--- src/rtl/rs_pkg.sv ---
package rs_pkg;
  typedef enum logic [2:0] {
    ST_IDLE  = 3'd0,
    ST_HOLD  = 3'd1,
    ST_BLANK = 3'd2,
    ST_READ  = 3'd3,
    ST_TAIL  = 3'd4
  } seq_state_e;
endpackage

--- src/rtl/rs_counter.sv ---
// Up counter with synchronous clear taking priority over increment.
module rs_counter #(
  parameter int W = 8
) (
  input  logic         clk,
  input  logic         rst_n,
  input  logic         clr,
  input  logic         inc,
  output logic [W-1:0] cnt
);
  always_ff @(posedge clk or negedge rst_n) begin
    if (!rst_n)   cnt <= '0;
    else if (clr) cnt <= '0;
    else if (inc) cnt <= cnt + W'(1);
  end
endmodule

--- src/rtl/rs_cfg_bank.sv ---
// Staging totals written at any time; working totals copied on commit.
module rs_cfg_bank #(
  parameter int PIX_W     = 12,
  parameter int LINE_W    = 12,
  parameter int DEF_PIX   = 16,
  parameter int DEF_LINES = 4
) (
  input  logic              clk,
  input  logic              rst_n,
  input  logic              wr_en,
  input  logic [PIX_W-1:0]  wr_pix,
  input  logic [LINE_W-1:0] wr_lines,
  input  logic              commit,
  output logic [PIX_W-1:0]  act_pix,
  output logic [LINE_W-1:0] act_lines
);
  localparam logic [PIX_W-1:0]  PIX_RST  = PIX_W'(DEF_PIX);
  localparam logic [LINE_W-1:0] LINE_RST = LINE_W'(DEF_LINES);

  logic [PIX_W-1:0]  stg_pix;
  logic [LINE_W-1:0] stg_lines;

  always_ff @(posedge clk or negedge rst_n) begin
    if (!rst_n) begin
      stg_pix   <= PIX_RST;
      stg_lines <= LINE_RST;
    end else if (wr_en) begin
      stg_pix   <= wr_pix;
      stg_lines <= wr_lines;
    end
  end

  always_ff @(posedge clk or negedge rst_n) begin
    if (!rst_n) begin
      act_pix   <= PIX_RST;
      act_lines <= LINE_RST;
    end else if (commit) begin
      act_pix   <= stg_pix;
      act_lines <= stg_lines;
    end
  end
endmodule

--- src/rtl/readout_seq.sv ---
module readout_seq #(
  parameter int PIX_W     = 12,
  parameter int LINE_W    = 12,
  parameter int BLANK_CYC = 8,
  parameter int DEF_PIX   = 16,
  parameter int DEF_LINES = 4
) (
  input  logic              clk,
  input  logic              rst_n,
  input  logic              frame_start,
  input  logic              line_clk,
  input  logic              cfg_we,
  input  logic [PIX_W-1:0]  cfg_pix_total,
  input  logic [LINE_W-1:0] cfg_line_total,
  output logic              pix_valid,
  output logic [PIX_W-1:0]  pix_index,
  output logic              eol,
  output logic              eof,
  output logic [LINE_W-1:0] line_index
);
  import rs_pkg::*;

  localparam int              BLK_W    = (BLANK_CYC < 2) ? 1 : $clog2(BLANK_CYC);
  localparam logic [BLK_W-1:0] BLK_LAST = BLK_W'(BLANK_CYC - 1);

  seq_state_e        state_q, state_d;
  logic [PIX_W-1:0]  act_pix;
  logic [LINE_W-1:0] act_lines;
  logic [BLK_W-1:0]  blk_cnt;
  logic [PIX_W-1:0]  pix_cnt;
  logic [LINE_W-1:0] line_cnt;
  logic              last_pix;
  logic              eol_q, eof_q;

  rs_cfg_bank #(
    .PIX_W(PIX_W), .LINE_W(LINE_W), .DEF_PIX(DEF_PIX), .DEF_LINES(DEF_LINES)
  ) u_cfg (
    .clk(clk), .rst_n(rst_n), .wr_en(cfg_we),
    .wr_pix(cfg_pix_total), .wr_lines(cfg_line_total),
    .commit(frame_start), .act_pix(act_pix), .act_lines(act_lines)
  );

  assign last_pix = (pix_cnt == act_pix - PIX_W'(1));

  // Blanking timer: held at zero outside blanking and whenever the line clock is high.
  rs_counter #(.W(BLK_W)) u_blank (
    .clk(clk), .rst_n(rst_n),
    .clr(state_q != ST_BLANK || line_clk || frame_start),
    .inc(state_q == ST_BLANK),
    .cnt(blk_cnt)
  );

  rs_counter #(.W(PIX_W)) u_pix (
    .clk(clk), .rst_n(rst_n),
    .clr(state_q != ST_READ || frame_start),
    .inc(state_q == ST_READ),
    .cnt(pix_cnt)
  );

  rs_counter #(.W(LINE_W)) u_line (
    .clk(clk), .rst_n(rst_n),
    .clr(frame_start),
    .inc(state_q == ST_READ && last_pix),
    .cnt(line_cnt)
  );

  always_comb begin
    state_d = state_q;
    if (frame_start) begin
      state_d = ST_IDLE;
    end else begin
      case (state_q)
        ST_IDLE:  if (line_clk) state_d = ST_HOLD;
        ST_HOLD:  if (!line_clk) state_d = ST_BLANK;
        ST_BLANK: begin
          if (line_clk)                  state_d = ST_HOLD;
          else if (blk_cnt == BLK_LAST)  state_d = ST_READ;
        end
        ST_READ:  if (last_pix) state_d = ST_TAIL;
        ST_TAIL:  state_d = ST_IDLE;
        default:  state_d = ST_IDLE;
      endcase
    end
  end

  always_ff @(posedge clk or negedge rst_n) begin
    if (!rst_n) begin
      state_q <= ST_IDLE;
      eol_q   <= 1'b0;
      eof_q   <= 1'b0;
    end else begin
      state_q <= state_d;
      eol_q   <= (state_q == ST_TAIL);
      eof_q   <= (state_q == ST_TAIL) && (line_cnt == act_lines);
    end
  end

  assign pix_valid  = (state_q == ST_READ);
  assign pix_index  = pix_cnt;
  assign eol        = eol_q;
  assign eof        = eof_q;
  assign line_index = line_cnt;
endmodule

--- config.mk ---
export PLATFORM = sky130hd
export DESIGN_NAME = readout_seq
export DESIGN_NICKNAME = d
export VERILOG_FILES = /design/src/rtl/rs_pkg.sv /design/src/rtl/rs_counter.sv /design/src/rtl/rs_cfg_bank.sv /design/src/rtl/readout_seq.sv
export SDC_FILE = /design/constraint.sdc
export NUM_CORES = 1
export LEC_CHECK = 0
export BUFFER_PORTS_ARGS = -buffer_cell sky130_fd_sc_hd__buf_2
export CORE_ASPECT_RATIO = 1.1
export CORE_MARGIN = 8
export CORE_UTILIZATION = 52
export CTS_BUF_LIST = sky130_fd_sc_hd__clkbuf_16
export DETAILED_ROUTE_END_ITERATION = 8
export PLACE_DENSITY_LB_ADDON = 0.3
export RECOVER_POWER = 100
export SYNTH_ARGS = -nofsm -noshare
export SYNTH_HDL_FRONTEND = slang
export SYNTH_SLANG_ARGS = --single-unit
--- constraint.sdc ---
create_clock -name clk -period 2.6 [get_ports clk]
set_input_delay 0.13 -clock clk [delete_from_list [all_inputs] [get_ports clk]]
set_output_delay 0.13 -clock clk [all_outputs]
set_load 0.02 [all_outputs]
==> results of run 1 <==
[synthesized netlist by cell type (2+ instances only)]
cell type,number,area [um^2]
a211o_1,2,17.5
a21oi_1,4,20.0
and2_1,2,12.5
and3_1,6,37.5
clkbuf_1,14,52.6
dfrtp_1,76,1900
dfstp_2,4,105
ha_1,5,62.6
inv_1,5,18.8
mux2_1,11,124
mux2_2,45,507
nand2_1,18,67.6
nand2b_1,5,31.3
nand3_1,7,35.0
nand4_1,9,56.3
nor2_1,24,90.1
nor2b_1,14,87.6
nor3_1,6,30.0
nor3b_1,4,30.0
nor4_1,3,18.8
nor4_2,2,25.0
nor4_4,7,149
nor4b_1,3,26.3
o211ai_1,2,15.0
o21a_1,2,15.0
o21ai_0,12,60.1
or2_2,3,18.8
or3_1,5,31.3
xnor2_1,22,193
xor2_1,8,70.1
[layout make-up]
type,instances,area [um^2],area share [%]
clock buffer,9,225,4.51
clock inverter,7,91.3,1.83
timing repair buffer,73,430,8.61
sequential,80,2010,40.2
inverter,5,18.8,0.376
tap,108,135,2.70
multi-input combinational,250,2090,41.8
[power groups by stage]
| stage | clock network, mW | registers, mW | logic (mW) |
|---|---|---|---|
| floorplan | 0 | 1.42 | 0.297 |
| global placement | 0 | 1.43 | 0.427 |
| detailed placement | 0 | 1.44 | 0.438 |
| CTS | 1.35 | 1.42 | 0.445 |
| global route | 1.38 | 1.43 | 0.505 |
| finish | 1.32 | 1.42 | 0.461 |
[stage by stage]
| stage | cells | utilization (%) |
|---|---|---|
| 2_1_floorplan | 352 | - |
| 3_3_place_gp | 514 | 59.3 |
| 3_5_place_dp | 514 | 59.3 |
| 4_1_cts | 531 | 63.8 |
| 5_1_grt | 532 | 64.2 |
| 6_report | 532 | 64.2 |
[per-layer routing]
metal	routed length [um]	GRT usage [%]	share of wire (%)	vias up
met1	4090	21.9	46	1415
met3	296	3.42	3.3	17
met2	4390	27.3	49	58
met4	209	8.63	2.3	0
li1	-	-	-	1390
met5	0	0	0	-
[cell families (layout without fill, tap and decap cells)]
logic type | Yosys count | count (layout) | share of synthesized area [%]
AOI/OAI and AO/OA | 31 | 31 | 5.07
xor gates and xnor gates | 31 | 31 | 6.92
adders and majority gates | 5 | 5 | 1.52
buffers and inverters | 22 | 94 | 2.31
DFF | 80 | 80 | 48.7
muxes | 57 | 57 | 15.5
and+or+nand+nor | 126 | 126 | 20.0
[sequential cells by signal, indices dropped and copies added (netlist names)]
register and count:
u_blank.cnt 3, u_pix.cnt 12, u_line.cnt 12, u_cfg.stg_pix 12
u_cfg.stg_lines 12, state_q 3, u_cfg.act_pix 12, eol 1
eof 1, u_cfg.act_lines 12
[worst paths after layout]
| kind | startpoint | endpoint | slack [ns] | cells after the start |
|---|---|---|---|---|
| worst max-delay path | u_cfg.act_pix[3] | u_line.cnt[3] | -0.02 | 7 |
| worst min-delay path | cfg_line_total[11] | u_cfg.stg_lines[11] | 0.01 | 2 |
| worst max register to register | u_cfg.act_pix[3] | u_line.cnt[3] | -0.02 | 7 |
| worst min register to register | u_blank.cnt[0] | u_blank.cnt[0] | 0.43 | 1 |
| max in group asynchronous | rst_n | u_line.cnt[0] | 0.60 | 2 |
| min in group asynchronous | rst_n | u_cfg.stg_pix[6] | 0.88 | 2 |
[layout by cell type (no fill, tap or decap), types with 3 or more instances in the layout]
| cell | count |
|---|---|
| a21oi_1 | 4 |
| inv_1 | 4 |
| o21ai_0 | 12 |
| clkbuf_16 | 10 |
| buf_12 | 3 |
| xor2_1 | 8 |
| or3_1 | 3 |
| ha_1 | 4 |
| buf_2 | 26 |
| mux2_1 | 5 |
| nor4_2 | 3 |
| nand2_1 | 18 |
| mux2_4 | 6 |
| nor2b_1 | 14 |
| or2_2 | 3 |
| nor3_1 | 6 |
| mux2_2 | 45 |
| nand4_1 | 9 |
| nor2_1 | 24 |
| nand2b_1 | 5 |
| dfstp_2 | 4 |
| nor4_4 | 7 |
| and3_1 | 6 |
| buf_4 | 12 |
| nor3b_1 | 4 |
| dfrtp_1 | 76 |
| xnor2_1 | 21 |
| clkbuf_1 | 28 |
| nand3_1 | 7 |
[timing repair]
| action | in CTS | in global routing |
|---|---|---|
| setup endpoints to repair | 1 | 12 |
| pin swaps | 3 | 4 |
| endpoints found under the hold margin | 12 | 0 |
| resized for setup | 5 | 11 |
| cloned | 0 | 1 |
| hold buffers | 1 | 0 |
==> summary.md, run 1 <==
| Metric | Value |
|---|---|
| Yosys reg bits | `80` |
| Total power | `3.20 mW` |
| DRC viols | `0` |
| Reg clk slew, reported paths | `0.07 ns` |
| Standard-cell rows | `34` |
| Starting Density | `53.0%` |
| Dominant synthesized flop cell | `dfrtp_1` |
| RePlAce Congestion | `0.867` |
| CTS Buf Count | `9` |
| Worst setup SP type | `flop` |
| Internal power | `2.34 mW` |
| Fin crit period | `2.62 ns` |
| Placed cell area | `4620 um^2` |
| Final hold viol count | `0` |
| Filler cells | `646` |
| Clock power share | `41.1%` |
| Logic pwr share | `14.4%` |
| Worst Path Max Fanout | `9` |
| # setup viols final | `1` |
| Cell family with most CP delay | `simple AND/OR/NAND/NOR gates` |
| Post-Syn Nets | `386` |
| Clk Tree Root Cell | `clkbuf_16` |
| Worst-Margin Slew | `1.91 ns` |
| Max-cap violation count | `1` |
| Tcrit/Tclk final | `101%` |
| Vias in the first global route | `3009` |
| Clock skew | `0.00943 ns` |
| Maximum clock frequency | `0.381 GHz` |
| Hold crit path type | `in -> reg` |
| Die X | `101 um` |
| Crit-path slowest cell | `or4_4` |
| Initial antenna violation count | `0` |
| Post-synth EDFFs | `0` |
| Initial DRC Count | `170` |
| Seq/Total Area, Yosys | `48.7%` |
| Critical path endpoint category | `flop` |
| Global-route wire length before repair | `14900 um` |
| Post-route ant nets | `0` |
| Critical path class | `reg -> reg` |
| Critical Path RT | `2.83 ns` |
| I/O Pins | `56` |
| Fin area | `5000 um^2` |
| Share of cells above drive strength 1 | `33.3%` |
| Syn Inst Count | `352` |
| TNS Setup | `-0.0235 ns` |
| CTS max path bufs | `2` |
| All-layer global routing usage | `17.1%` |
| Hpwl dp | `6100 um` |
| Clock Sink Count | `80` |
| Yosys warnings | `0` |
| Htree depth | `3` |
| Min setup slack post-route | `-0.0235 ns` |
| Status | `finished, violations left` |
| Peak VDD IR | `0.393 mV` |
| CP cell instances | `or4_4 -> or3_4 -> a211oi_2 -> o21ai_2 -> buf_12 -> nor4_4 -> mux2_4` |
| PwrDens | `640 nW/um^2` |
| Worst-skew pair later-pin latency | `0.34 ns` |
| Avg Cell Area, Syn | `11.7 um^2` |
| Die H | `109 um` |
| Switch Pwr | `0.853 mW` |
| Hold Worst Slack | `0.0121 ns` |
| Post-Syn Area | `4120 um^2` |
| Routed WL | `8990 um` |
| Slew Limit Fails | `81` |
| Vias per cell | `5.41` |
| Post-synth ARST share | `100%` |
| Synthesis-to-finish area growth | `21.2%` |
| Die area | `11000 um^2` |
| Critical Path Max Stage Delay | `0.57 ns` |
| Leak | `2.10 nW` |
| Total grt overflow | `0` |
| Core area | `7780 um^2` |
| RSZ-0062 raised after global routing | `yes` |
| Port buffer count | `55` |
| Via count | `2880` |
| Worst Path Buf+Inv | `1` |
| Data arrival time of the worst path | `2.85 ns` |
| Drt pass-1 iters | `4` |
| Dpl ws | `-0.00137 ns` |
| Setup Buffers After CTS | `0` |
| CTS tree | `built` |
| Nets | `453` |
| Largest net degree at the start of global routing | `81` |
| Synth cell types | `52` |
| Violated checks | `capacitance limit, slew limit, setup timing` |
| Number of diodes | `0` |
| Slew HR | `-27.6%` |
| Switching share of power | `26.7%` |
| Flop pwr share | `44.5%` |
| Avg WL per Cell | `16.9 um` |
Power figures use the tool's default switching activity.
==> inputs of run 2 (changes only) <==
- SYNTH_HIERARCHICAL: unset -> 1
==> summary.md, run 2 <==
| Metric | Value |
|---|---|
| Max-cap violation count | `2 (+1)` |
| Worst setup SP type | `flop` |
| Post-synth top area share | `45.9% (-0.20 points)` |
| Number of diodes | `0 (unchanged)` |
| Hpwl dp | `6150 um (+0.71%)` |
| # setup viols final | `5 (+4)` |
| CTS max path bufs | `2 (unchanged)` |
| Reg clk slew, reported paths | `0.06 ns (about the same)` |
| Port buffer count | `55 (unchanged)` |
| Post-route ant nets | `0 (unchanged)` |
| Tcrit/Tclk final | `102% (+1.3 points)` |
| Worst-Margin Slew | `1.94 ns (+0.0299 ns)` |
| Post-Syn Nets | `365 (-5.4%)` |
| Die X | `101 um (+0.18%)` |
| Largest net degree at the start of global routing | `81 (unchanged)` |
| Share of cells above drive strength 1 | `42.3% (+9.0 points)` |
| Via count | `2868 (-0.42%)` |
| Yosys warnings | `6 (+6)` |
| Nets | `454 (+0.22%)` |
| Violated checks | `capacitance limit, slew limit, setup timing` |
| Post-synth ARST share | `100% (unchanged)` |
| CTS Buf Count | `9 (unchanged)` |
| PwrDens | `629 nW/um^2 (-1.7%)` |
| Standard-cell rows | `34 (unchanged)` |
| Worst Path Max Fanout | `5 (-4)` |
| Hold crit path type | `in -> reg` |
| Hold Startpoint | `cfg_pix_total[0]` |
| CTS tree | `built` |
| Leak | `2.34 nW (+12%)` |
| Slew Limit Fails | `106 (+31%)` |
| Synthesis-to-finish area growth | `23.1%` |
| Seq/Total Area, Yosys | `48.5% (-0.21 points)` |
| Slew HR | `-29.6% (-2.0 points)` |
| Avg WL per Cell | `16.4 um (-3.0%)` |
| Global-route wire length before repair | `14500 um (-2.5%)` |
| Core area | `7830 um^2 (+0.55%)` |
| Maximum clock frequency | `0.376 GHz (-1.3%)` |
| Cells on worst reg2reg path | `11 (+4)` |
| Most frequent cell after synthesis | `dfrtp_1` |
| Fin crit period | `2.66 ns (+0.0342 ns)` |
| Critical path class | `reg -> reg` |
| Worst Hold Path EP | `u_cfg/stg_pix[0]` |
| Min setup slack post-route | `-0.0577 ns (-0.0342 ns)` |
| Leading area contributor after synthesis | `dfrtp_1` |
| RePlAce Congestion | `0.812 (-6.3%)` |
| Post-Syn Area | `4140 um^2 (+0.42%)` |
| All-layer global routing usage | `16.7% (-0.42 points)` |
| Most common cell after layout, fill and taps aside | `dfrtp_1` |
| Total grt overflow | `0 (unchanged)` |
| Status | `finished, violations left` |
| Critical path endpoint category | `flop` |
| Vias in the first global route | `3017 (+0.27%)` |
| Worst R2R Setup Slack | `-0.06 ns (-0.03 ns)` |
| Avg Cell Area, Syn | `12.5 um^2 (+6.5%)` |
| Drt pass-1 iters | `4 (unchanged)` |
| Die H | `110 um (+0.18%)` |
| Hold Crit Depth | `2 (unchanged)` |
| RSZ-0062 raised after global routing | `yes` |
| DRC viols | `0 (unchanged)` |
| Starting Density | `52.9% (-0.064 points)` |
| Syn Inst Count | `332 (-5.7%)` |
| Area contributors post-synth | `dfrtp_1 (46%), mux2_4 (15%), xnor2_1 (6.1%)` |
| Clk Tree Root Cell | `clkbuf_16` |
| Worst-skew pair later-pin latency | `0.34 ns (about the same)` |
| Initial DRC Count | `129 (-24%)` |
| Die area | `11100 um^2 (+0.36%)` |
| Routed WL | `8750 um (-2.6%)` |
| Data arrival time of the worst path | `2.91 ns (+0.06 ns)` |
| Vias per cell | `5.37 (-0.79%)` |
| Post-synth EDFFs | `0 (unchanged)` |
| Final hold viol count | `0 (unchanged)` |
| Most frequent cells in the layout | `dfrtp_1 (76), buf_2 (53), mux2_4 (39), buf_4 (32), xnor2_1 (29)` |
| Clock skew | `0.00938 ns (-0.0000530 ns)` |
| Initial antenna violation count | `0 (unchanged)` |
| Synth cell types | `51 (-1.9%)` |
| Most instantiated cells after synthesis | `dfrtp_1 (76), mux2_4 (40), xnor2_1 (29)` |
| Dominant synthesized flop cell | `dfrtp_1` |
| I/O Pins | `56 (unchanged)` |
| Critical R2R Capture | `u_line/cnt[6]` |
| R2R Path Start | `u_cfg/act_pix[0]` |
| Htree depth | `3 (unchanged)` |
| Dpl ws | `-0.143 ns (-0.141 ns)` |
| Yosys reg bits | `80 (unchanged)` |
| Peak VDD IR | `0.360 mV (-8.5%)` |
| Filler cells | `627 (-2.9%)` |
| Clock Sink Count | `80 (unchanged)` |
| Hold Worst Slack | `0.0199 ns (+0.00781 ns)` |
| Critical Path RT | `2.85 ns (+0.02 ns)` |
-- run 2: worst max-delay path: stages (launching register included) --
cell and delay, ns:
dfrtp_1 0.42, buf_4 0.15, or4_4 0.50, nand3_2 0.10, o311ai_4 0.10, nand2_1 0.11, nand4b_1 0.17, nor3_4 0.21
buf_4 0.15, nand2_1 0.06, or3_2 0.42, a21oi_1 0.18
-- run 2: final cells by class --
type | instances | area (um^2) | share of cell area, %
Multi-Input combinational cell | 235 | 2100 | 41.2
Sequential cell | 80 | 2010 | 39.4
Timing Repair Buffer | 87 | 514 | 10.1
Clock buffer | 9 | 225 | 4.42
Tap cell | 108 | 135 | 2.65
Clock inverter | 7 | 86.3 | 1.69
Inverter | 8 | 30.0 | 0.589
-- run 2: worst max-delay path by stage --
stage,start,end,cells after the start
after global routing,u_cfg/act_pix[0],u_line/cnt[11],11
after global placement,u_cfg/act_pix[0],u_line/cnt[11],11
after floorplan,u_cfg/act_pix[0],u_line/cnt[11],11
final,u_cfg/act_pix[0],u_line/cnt[6],11
after CTS,u_cfg/act_pix[5],u_line/cnt[11],9
after detailed placement,u_cfg/act_pix[0],u_line/cnt[11],10
-- run 2: power by group --
part	switching (mW)	internal (mW)	total (mW)
logic	0.190	0.272	0.462
registers	0.0893	1.35	1.44
clock network	0.543	0.765	1.31
total	0.822	2.38	3.21
-- run 2: stage by stage --
| step | setup TNS [ns] | std cells | power [mW] | util [%] | area (um^2) |
|---|---|---|---|---|---|
| final | -0.172 | 534 | 3.21 | 65.1 | 5100 |
| after global routing | -1.11 | 534 | 3.34 | 65.1 | 5100 |
| after CTS | 0 | 530 | 3.21 | 63.8 | 4990 |
| after detailed placement | -0.526 | 511 | 1.88 | 59.4 | 4650 |
| after global placement | -0.0247 | 511 | 1.86 | 59.4 | 4650 |
| after floorplan | 0 | 332 | 1.75 | - | 4160 |
-- run 2: cell families after synthesis --
| logic type | count (synthesis) | synth area share, % |
|---|---|---|
| AOI/OAI and AO/OA | 29 | 4.74 |
| xor gates and xnor gates | 44 | 9.31 |
| adders and majority gates | 4 | 1.21 |
| buffers and inverters | 17 | 3.50 |
| DFF | 80 | 48.5 |
| muxes | 52 | 17.6 |
| and+or+nand+nor | 106 | 15.1 |
-- run 2: timing repair --
| action | CTS | global route |
|---|---|---|
| buffers inserted | 3 | 4 |
| pin swaps | 7 | 10 |
| setup endpoints to repair | 7 | 10 |
| resized for setup | 3 | 16 |
| hold buffers | 0 | 0 |
-- run 2: layer usage --
layer	global-route usage, %	vias up	share of wire [%]
met5	0	-	0
met4	7.45	0	1.6
met3	4.05	17	3.2
met2	26.2	60	49
met1	21.5	1422	47
li1	-	1369	-
==> inputs of run 3 (changes only) <==
--- a/config.mk
+++ b/config.mk
@@ -15,2 +15,3 @@
 export RECOVER_POWER = 100
+export REMOVE_ABC_BUFFERS = 1
 export SYNTH_ARGS = -nofsm -noshare
==> constraint.sdc (replaced) <==
create_clock -name clk -period 2.6 [get_ports clk]
set_input_delay 0.52 -clock clk [delete_from_list [all_inputs] [get_ports clk]]
set_output_delay 0.52 -clock clk [all_outputs]
set_load 0.02 [all_outputs]
==> summary.md, run 3 (synthesis gave the netlist of run 2 again) <==
| Metric | Value |
|---|---|
| CTS tree | `built` |
| PwrDens | `626 nW/um^2 (-0.50%)` |
| Vias in the first global route | `3194 (+5.9%)` |
| Avg WL per Cell | `18.0 um (+10%)` |
| Htree depth | `3 (unchanged)` |
| Clk Tree Root Cell | `clkbuf_16` |
| Leak | `2.44 nW (+4.0%)` |
| Status | `finished, violations left` |
| Vias per cell | `5.53 (+3.0%)` |
| Hold buffers post-CTS | `0 (unchanged)` |
| RePlAce Congestion | `0.835 (+2.8%)` |
| Slew HR | `-28.1% (+1.5 points)` |
| DRC viols | `0 (unchanged)` |
| Most frequent cells in the layout | `dfrtp_1 (75), buf_2 (54), buf_4 (40), mux2_4 (40), xnor2_1 (29)` |
| Clock skew | `0.00626 ns (-0.00311 ns)` |
| Data arrival time of the worst path | `2.93 ns (+0.02 ns)` |
| Hold crit path type | `in -> reg` |
| Peak VDD IR | `0.494 mV (+37%)` |
| CTS Buf Count | `9 (unchanged)` |
| Initial DRC Count | `123 (-4.7%)` |
| Placed cell area | `4630 um^2 (-0.46%)` |
| Tcrit/Tclk final | `103% (+0.68 points)` |
| Worst Path Max Fanout | `6 (+1)` |
| Global-route wire length before repair | `15600 um (+7.6%)` |
| Critical path endpoint category | `flop` |
| Share of cells above drive strength 1 | `44.2% (+1.9 points)` |
| Placed insts | `511 (unchanged)` |
| Standard-cell rows | `34 (unchanged)` |
| Nets | `467 (+2.9%)` |
| Largest net degree at the start of global routing | `80 (-1.2%)` |
| Die area | `11100 um^2 (unchanged)` |
| All-layer global routing usage | `18.1% (+1.4 points)` |
| Max-cap violation count | `1 (-1)` |
| I/O Pins | `56 (unchanged)` |
| CTS max path bufs | `2 (unchanged)` |
| Via count | `3025 (+5.5%)` |
| Reg clk slew, reported paths | `0.06 ns (about the same)` |
| # setup viols final | `6 (+1)` |
| Clock Sink Count | `80 (unchanged)` |
| Die X | `101 um (unchanged)` |
| RSZ-0062 raised after global routing | `yes` |
| Synthesis-to-finish area growth | `26.3%` |
| Final hold viol count | `0 (unchanged)` |
| Dpl ws | `-0.155 ns (-0.0121 ns)` |
| Die H | `110 um (unchanged)` |
| Min setup slack post-route | `-0.0754 ns (-0.0177 ns)` |
| Worst-Margin Slew | `1.92 ns (-0.0221 ns)` |
| Core area | `7830 um^2 (unchanged)` |
| Most common cell after layout, fill and taps aside | `dfrtp_1` |
| Initial antenna violation count | `0 (unchanged)` |
| Violated checks | `capacitance limit, slew limit, setup timing` |
| Total grt overflow | `0 (unchanged)` |
| TNS Setup | `-0.335 ns (-0.162 ns)` |
| Worst setup SP type | `flop` |
| Maximum clock frequency | `0.374 GHz (-0.66%)` |
| Fin crit period | `2.68 ns (+0.0177 ns)` |
| Worst-skew pair later-pin latency | `0.34 ns (about the same)` |
| Port buffer count | `55 (unchanged)` |
| Drt pass-1 iters | `4 (unchanged)` |
| Post-route ant nets | `0 (unchanged)` |
| Post-route insts no fill | `547 (+2.4%)` |
| Fin area | `5230 um^2 (+2.6%)` |
| Number of diodes | `0 (unchanged)` |
| Slew Limit Fails | `80 (-25%)` |
| Routed WL | `9870 um (+13%)` |
| Starting Density | `52.9% (unchanged)` |
| Critical path class | `reg -> reg` |
| Hpwl dp | `6140 um (about the same)` |
| Critical Path RT | `2.86 ns (about the same)` |
## run 3: changes by cell type in the layout (fill, tap and decap cells not counted), moves of 2 or more
cell	delta
nor3_2	+2
buf_4	+8
inv_6	-2
inv_1	+3
buf_6	+5
inv_8	-2
clkinv_2	+2
a21oi_2	-2
## run 3: final cells by class
cell class | count | area, um^2
Clock buffer | 9 | 225
Clock inverter | 7 | 81.3
Fill cell | 602 | 2600
Inverter | 8 | 30.0
Multi-Input combinational cell | 235 | 2120
Sequential cell | 80 | 2010
Tap cell | 108 | 135
Timing Repair Buffer | 100 | 632
## run 3: repair_timing
| action | CTS | global route |
|---|---|---|
| gates resized for setup | 21 | 10 |
| setup endpoints to repair | 7 | 10 |
| pin swaps | 15 | 10 |
| setup buffers | 13 | 7 |
## run 3: worst paths after layout
path | start | end | slack (ns) | cells past startpoint
worst max-delay path | u_cfg/act_pix[2] | u_line/cnt[11] | -0.08 | 13
worst min-delay path | cfg_pix_total[11] | u_cfg/stg_pix[11] | 0.41 | 2
worst max register to register | u_cfg/act_pix[2] | u_line/cnt[11] | -0.08 | 13
worst min register to register | u_cfg/stg_pix[2] | u_cfg/act_pix[2] | 0.50 | 1
max in group asynchronous | rst_n | u_cfg/act_pix[2] | 0.62 | 1
min in group asynchronous | rst_n | u_pix/cnt[2] | 0.71 | 1
## run 3: through the flow
stage / hold WS [ns] / power, mW / util [%]
detailed placement: 0.492 / 1.87 / 59.1
CTS: 0.385 / 3.25 / 65.6
floorplan: 0.224 / 1.71 / -
global placement: 0.487 / 1.86 / 59.1
global route: 0.403 / 3.40 / 66.8
finish: 0.409 / 3.27 / 66.8
## run 3: critical path: stages, from the launching register on
cell	delay, ns
dfrtp_2	0.45
buf_4	0.15
buf_4	0.13
nor2b_4	0.10
buf_4	0.14
a21oi_4	0.06
nor3b_2	0.22
a211oi_2	0.07
nand4b_1	0.23
nor3_2	0.16
buf_4	0.15
o211ai_1	0.14
or4_1	0.43
a21oi_1	0.15
## run 3: power breakdown
group	switching [mW]	total, mW	internal, mW
registers	0.0779	1.43	1.35
clock network	0.485	1.31	0.826
logic	0.229	0.537	0.307
## run 3: metal layers
layer  global-route usage [%]  routed length (um)
met3                     4.75                 579
met4                     9.37                 260
met2                     29.2                4810
met1                     22.0                4220
met5                        0                   0
